<file path="config.mk">
export PLATFORM = sky130hd
export DESIGN_NAME = bicolor_matrix_drv
export DESIGN_NICKNAME = d
export VERILOG_FILES = /design/src/rtl/bcm_pkg.sv /design/src/rtl/bcm_scan_timer.sv /design/src/rtl/bcm_window.sv /design/src/rtl/bcm_line_drive.sv /design/src/rtl/bicolor_matrix_drv.sv
export SDC_FILE = /design/constraint.sdc
export NUM_CORES = 1
export LEC_CHECK = 0
export CAP_MARGIN = 15
export CORE_ASPECT_RATIO = 0.6
export CORE_MARGIN = 2
export CORE_UTILIZATION = 30
export CTS_CLUSTER_DIAMETER = 150
export DETAILED_ROUTE_END_ITERATION = 8
export PLACE_DENSITY = 0.59
export SYNTH_ARGS = -nofsm -noshare
export SYNTH_HDL_FRONTEND = slang
export SYNTH_SLANG_ARGS = --single-unit
</file>
<file path="constraint.sdc">
create_clock -name clk -period 2.67 [get_ports clk]
set_input_delay 0.4005 -clock clk [delete_from_list [all_inputs] [get_ports clk]]
set_output_delay 0.4005 -clock clk [all_outputs]
set_load 0.02 [all_outputs]
</file>
<file path="src/rtl/bcm_pkg.sv">
package bcm_pkg;

    typedef enum logic [1:0] {
        LED_DARK = 2'b00,
        LED_GRN  = 2'b01,
        LED_RED  = 2'b10,
        LED_BOTH = 2'b11
    } led_code_e;

    typedef struct packed {
        logic lit;
        logic grn_half;
    } win_t;

    localparam int STEPS = 100;

    function automatic logic [6:0] sat_bright(input logic [6:0] v);
        return (v > 7'd100) ? 7'd100 : v;
    endfunction

endpackage

</file>
<file path="src/rtl/bcm_scan_timer.sv">
module bcm_scan_timer #(
    parameter int N_COL    = 4,
    parameter int TICK_CYC = 1250,
    localparam int CW      = (N_COL > 1) ? $clog2(N_COL) : 1,
    localparam int TW      = $clog2(TICK_CYC + 1)
) (
    input  logic          clk,
    input  logic          rst,
    output logic [6:0]    step_o,
    output logic [CW-1:0] col_o
);
    import bcm_pkg::*;

    logic [TW-1:0] tick_q;
    logic [6:0]    step_q;
    logic [CW-1:0] col_q;

    always_ff @(posedge clk) begin
        if (rst) begin
            tick_q <= '0;
            step_q <= '0;
            col_q  <= '0;
        end else if (tick_q == TW'(TICK_CYC - 1)) begin
            tick_q <= '0;
            if (step_q == 7'(STEPS - 1)) begin
                step_q <= '0;
                col_q  <= (col_q == CW'(N_COL - 1)) ? '0 : col_q + 1'b1;
            end else begin
                step_q <= step_q + 7'd1;
            end
        end else begin
            tick_q <= tick_q + 1'b1;
        end
    end

    assign step_o = step_q;
    assign col_o  = col_q;


    step_range_chk: assert property (@(posedge clk) disable iff (rst)
        step_q < 7'(STEPS));

    col_advance_chk: assert property (@(posedge clk) disable iff (rst)
        (col_q != $past(col_q)) |-> ($past(step_q) == 7'(STEPS - 1)));

    reset_start_chk: assert property (@(posedge clk)
        rst |=> (step_q == 7'd0 && col_q == '0));

endmodule

</file>
<file path="src/rtl/bcm_window.sv">
module bcm_window (
    input  logic             rst,
    input  logic [6:0]       step_i,
    input  logic [6:0]       intensity_i,
    output bcm_pkg::win_t    win_o
);
    import bcm_pkg::*;

    logic [6:0] bright;

    always_comb begin
        bright         = sat_bright(intensity_i);
        win_o.lit      = !rst && (step_i < bright);
        win_o.grn_half = ({1'b0, step_i} << 1) < {1'b0, bright};
    end

endmodule

</file>
<file path="src/rtl/bcm_line_drive.sv">
module bcm_line_drive #(
    parameter int N_COL  = 4,
    parameter int N_LINE = 2,
    localparam int CW    = (N_COL > 1) ? $clog2(N_COL) : 1,
    localparam int SW    = N_LINE * N_COL * 2
) (
    input  logic [SW-1:0]   state_i,
    input  logic [CW-1:0]   col_i,
    input  bcm_pkg::win_t   win_i,
    output logic [N_LINE-1:0] line_o,
    output logic [N_LINE-1:0] line_oe_o
);
    import bcm_pkg::*;

    for (genvar l = 0; l < N_LINE; l++) begin : g_line
        led_code_e code;
        logic      on;
        always_comb begin
            code = led_code_e'(state_i[2*(l*N_COL + int'(col_i)) +: 2]);
            if (win_i.grn_half)
                on = (code == LED_GRN) || (code == LED_BOTH);
            else
                on = (code == LED_RED) || (code == LED_BOTH);
            line_oe_o[l] = win_i.lit && on;
            line_o[l]    = win_i.lit && on && !win_i.grn_half;
        end
    end

endmodule

</file>
<file path="src/rtl/bicolor_matrix_drv.sv">
module bicolor_matrix_drv #(
    parameter int N_COL      = 4,
    parameter int N_LINE     = 2,
    parameter int CLK_HZ     = 125_000_000,
    parameter int REFRESH_HZ = 250,
    localparam int TICK_RAW  = CLK_HZ / (REFRESH_HZ * N_COL * bcm_pkg::STEPS),
    localparam int TICK_CYC  = (TICK_RAW < 1) ? 1 : TICK_RAW,
    localparam int CW        = (N_COL > 1) ? $clog2(N_COL) : 1,
    localparam int SW        = N_LINE * N_COL * 2
) (
    input  logic              clk,
    input  logic              rst,
    input  logic [6:0]        intensity_i,
    input  logic [SW-1:0]     led_state_i,
    output logic [N_COL-1:0]  col_o,
    output logic [N_COL-1:0]  col_oe_o,
    output logic [N_LINE-1:0] line_o,
    output logic [N_LINE-1:0] line_oe_o
);
    import bcm_pkg::*;

    logic [6:0]    step;
    logic [CW-1:0] col;
    win_t          win;

    bcm_scan_timer #(.N_COL(N_COL), .TICK_CYC(TICK_CYC)) u_timer (
        .clk(clk), .rst(rst), .step_o(step), .col_o(col)
    );

    bcm_window u_window (
        .rst(rst), .step_i(step), .intensity_i(intensity_i), .win_o(win)
    );

    bcm_line_drive #(.N_COL(N_COL), .N_LINE(N_LINE)) u_lines (
        .state_i(led_state_i), .col_i(col), .win_i(win),
        .line_o(line_o), .line_oe_o(line_oe_o)
    );

    for (genvar c = 0; c < N_COL; c++) begin : g_col
        always_comb begin
            col_oe_o[c] = win.lit && (col == CW'(c));
            col_o[c]    = win.lit && win.grn_half && (col == CW'(c));
        end
    end


    one_col_chk: assert property (@(posedge clk) disable iff (rst)
        $onehot0(col_oe_o));

    line_needs_col_chk: assert property (@(posedge clk) disable iff (rst)
        (line_oe_o != '0) |-> (col_oe_o != '0));

    polarity_chk: assert property (@(posedge clk) disable iff (rst)
        (line_o != '0) |-> (col_o == '0));

    released_low_chk: assert property (@(posedge clk) disable iff (rst)
        (line_o & ~line_oe_o) == '0);

    dark_chk: assert property (@(posedge clk) disable iff (rst)
        (intensity_i == 7'd0) |-> (col_oe_o == '0 && line_oe_o == '0));

endmodule

</file>
==> flow_summary.toml <==
[route]
detail-route-antenna-nets = 0
first_pass_iters = 4
routedWlPerCell_um = 13.04
via_count = 1422
drc = 0
vias_per_cell = 4.820
drt_wl_total_mm = 3.848
drt_iter0_drc = 54

[logic_synthesis]
syn_inst = 170
yosys_warnings = 0
synth.yosys.seq_area_share_pct = 26.78
avgSynthCellArea_um2 = 8.795
syn_nets = 212
ys_ff_latch = 20
synth_area_um2 = 1495
synth.distinct_cells = 37

[final_layout]
drive_above_1_share_pct = 35.78
area_growth_syn_to_layout_pct = 54.98
layout.nets = 275
final_cell_mix = "buf_4 (25), nor2_1 (23), dfxtp_1 (19)"
final_common_cell = "buf_4"
antenna_cells = 0
num-fill-cells = 433

[clock_network]
cts.reportedPaths.clkPinSlew_ns = 0.07
cts_tree = "yes"
cts_root_buffer = "clkbuf_8"
clock_sinks = 20
clkLatencyLatePin_ns = 0.25
clock_path_buffers = 2
cts.htree.levels = 1
cts_made_buffers = 3
cts_hold_buf = 0

[status]
status = "completed"

[setup_path]
start_kind = "input pin"
path_class = "in -> out"
reg2reg_depth = 7
end_kind = "output pin"
startpoint = "intensity_i[3]"
path_max_fanout = 4
reg2reg_from = "u_timer.tick_q[1]$_SDFF_PP0_"
worstPathRequired_ns = 2.27
crit_arrival_ns = 2.23

[timing]
finalSetupViolCount = 0
fin_skew_ns = 0.001770
slew_headroom_pct = 71.26
fin_crit_ns = 2.626
rsz0062_at_grt = "true"
tightestPinTransition_ns = 0.4312
slew_violations = 0
fmax_ghz = 0.3808
hold_viol = 0
fin_crit_sh_pct = 98.36
finalWorstSetupSlack_ns = 0.04385

[global_route]
grt_first_pass_wirelength_mm = 6.292
antenna_found_initial = 0
grt_overflow_total = 0
grt_start_max_net_pins = 12
grt_pass1_vias = 1356
grt_usage_pct = 14.61

[run]
maxCapViolations = 0

[pwr]
powerDensity_nw_per_um2 = 288.4
peakVddDrop_uv = 158.2
p_leak_uw = 0.0009567
power.total_uw = 668.4

[floorplan]
io_pins = 37
die-height_um = 58.69
rows = 19
die-area_um2 = 5583
start_util_pct = 31.93
die_x_um = 95.14
coreArea_um2 = 4683

[placed_design]
dp_hpwl_mm = 2.949
dpl_worst_slack_ns = -1.016
numPortBuffers = 36
place_congestion = 0.8529

[hold_path]
hp-class = "reg -> reg"
hold_start = "u_timer.tick_q[0]$_SDFF_PP0_"
hold_depth = 1
metal layers:
| metal | GRT usage, % | vias to the layer above | wire length (µm) |
|---|---|---|---|
| met1 | 22.54 | 647 | 2082 |
| met5 | 0 | - | 0 |
| met2 | 19.82 | 40 | 1502 |
| met4 | 2.070 | 0 | 12 |
| li1 | - | 733 | - |
| met3 | 4.866 | 2 | 251 |
synthesized netlist by cell type (all sizes together):
cell type  instances  area, µm²
and2               5      31.28
or2                2      12.52
nand2              9      33.78
and4bb             1      12.51
nor2b              4      25.02
and3               8      50.05
o311a              1      10.01
maj3               1      11.26
a2111o             2      22.52
and3b              2      17.52
nor3               1      10.01
nand4              7      43.79
xnor2              7      61.31
ha                17      212.7
mux4               4      90.09
a31oi              3      33.78
nand3             10      50.05
a21boi             2      22.52
xor2               8      70.07
inv                9      33.78
nor2              24      90.09
nor4b              2      23.77
clkbuf             1      3.750
nand2b             1      6.260
o211ai             1      7.510
dfxtp             20      400.4
a2111oi            1      8.760
o221ai             1      8.760
buf                4      26.27
o211a              1      10.01
a21oi              5      25.02
o21ai              6      30.03
worst paths after layout:
check	slack, ns	end
max	0.04	line_o[1]
min	0.49	u_timer.tick_q[0]$_SDFF_PP0_
max reg2reg	1.05	u_timer.step_o[6]$_SDFFE_PP0P_
min reg2reg	0.49	u_timer.tick_q[0]$_SDFF_PP0_
metrics by stage:
stage           TNS (ns)  hold WS [ns]  area (µm²)  instances  util (%)
2_1_floorplan          0        0.4448        1495        170         -
3_3_place_gp      -10.99        0.4638        2085        288     44.51
3_5_place_dp      -11.92        0.4720        2085        288     44.51
4_1_cts        -0.003950        0.4904        2261        295     48.28
5_1_grt          -0.1831        0.5207        2317        295     49.48
6_report               0        0.4853        2317        295     49.48
logic make-up (layout without fill, tap and decap cells):
logic type / count (synthesis) / count (layout) / share of synthesized area, %
DFF: 20 / 20 / 26.78
and+or+nand+nor: 76 / 76 / 27.20
muxes: 4 / 4 / 6.025
adders and majority gates: 18 / 18 / 14.98
AOI/OAI and AO/OA: 23 / 24 / 11.97
xor gates and xnor gates: 15 / 15 / 8.787
buffers and inverters: 14 / 75 / 4.267
registers in the layout (all words and copies together) (netlist names):
name,cells
u_timer.tick_q,11
u_timer.col_o,2
u_timer.step_o,7
what timing repair did:
action | CTS | global route
gates resized for setup | 108 | 13
pin swaps | 17 | 8
setup buffers | 2 | 0
setup endpoints to repair | 12 | 12
gates cloned | 1 | 0
report_power, final:
part           internal, µW  switching (µW)
Sequential              302            4.39
Combinational          79.4            57.4
Clock                   131            94.2
layout make-up:
type	count	area (µm²)	area share, %
Inverter	9	36.28	1.566
Sequential cell	20	401.6	17.33
Multi-Input combinational cell	137	1210	52.21
Clock buffer	4	55.05	2.376
Timing Repair Buffer	62	535.5	23.11
Tap cell	63	78.83	3.402
critical path, cell delays in order:
cell	delay (ns)
buf_6	0.10
nor3_4	0.19
o21ai_2	0.10
ha_1	0.29
nor2b_1	0.14
o311a_1	0.31
o211a_1	0.15
nor2_2	0.12
buf_4	0.13
and3b_1	0.18
buf_6	0.13
(Power assumes the default switching activity.)
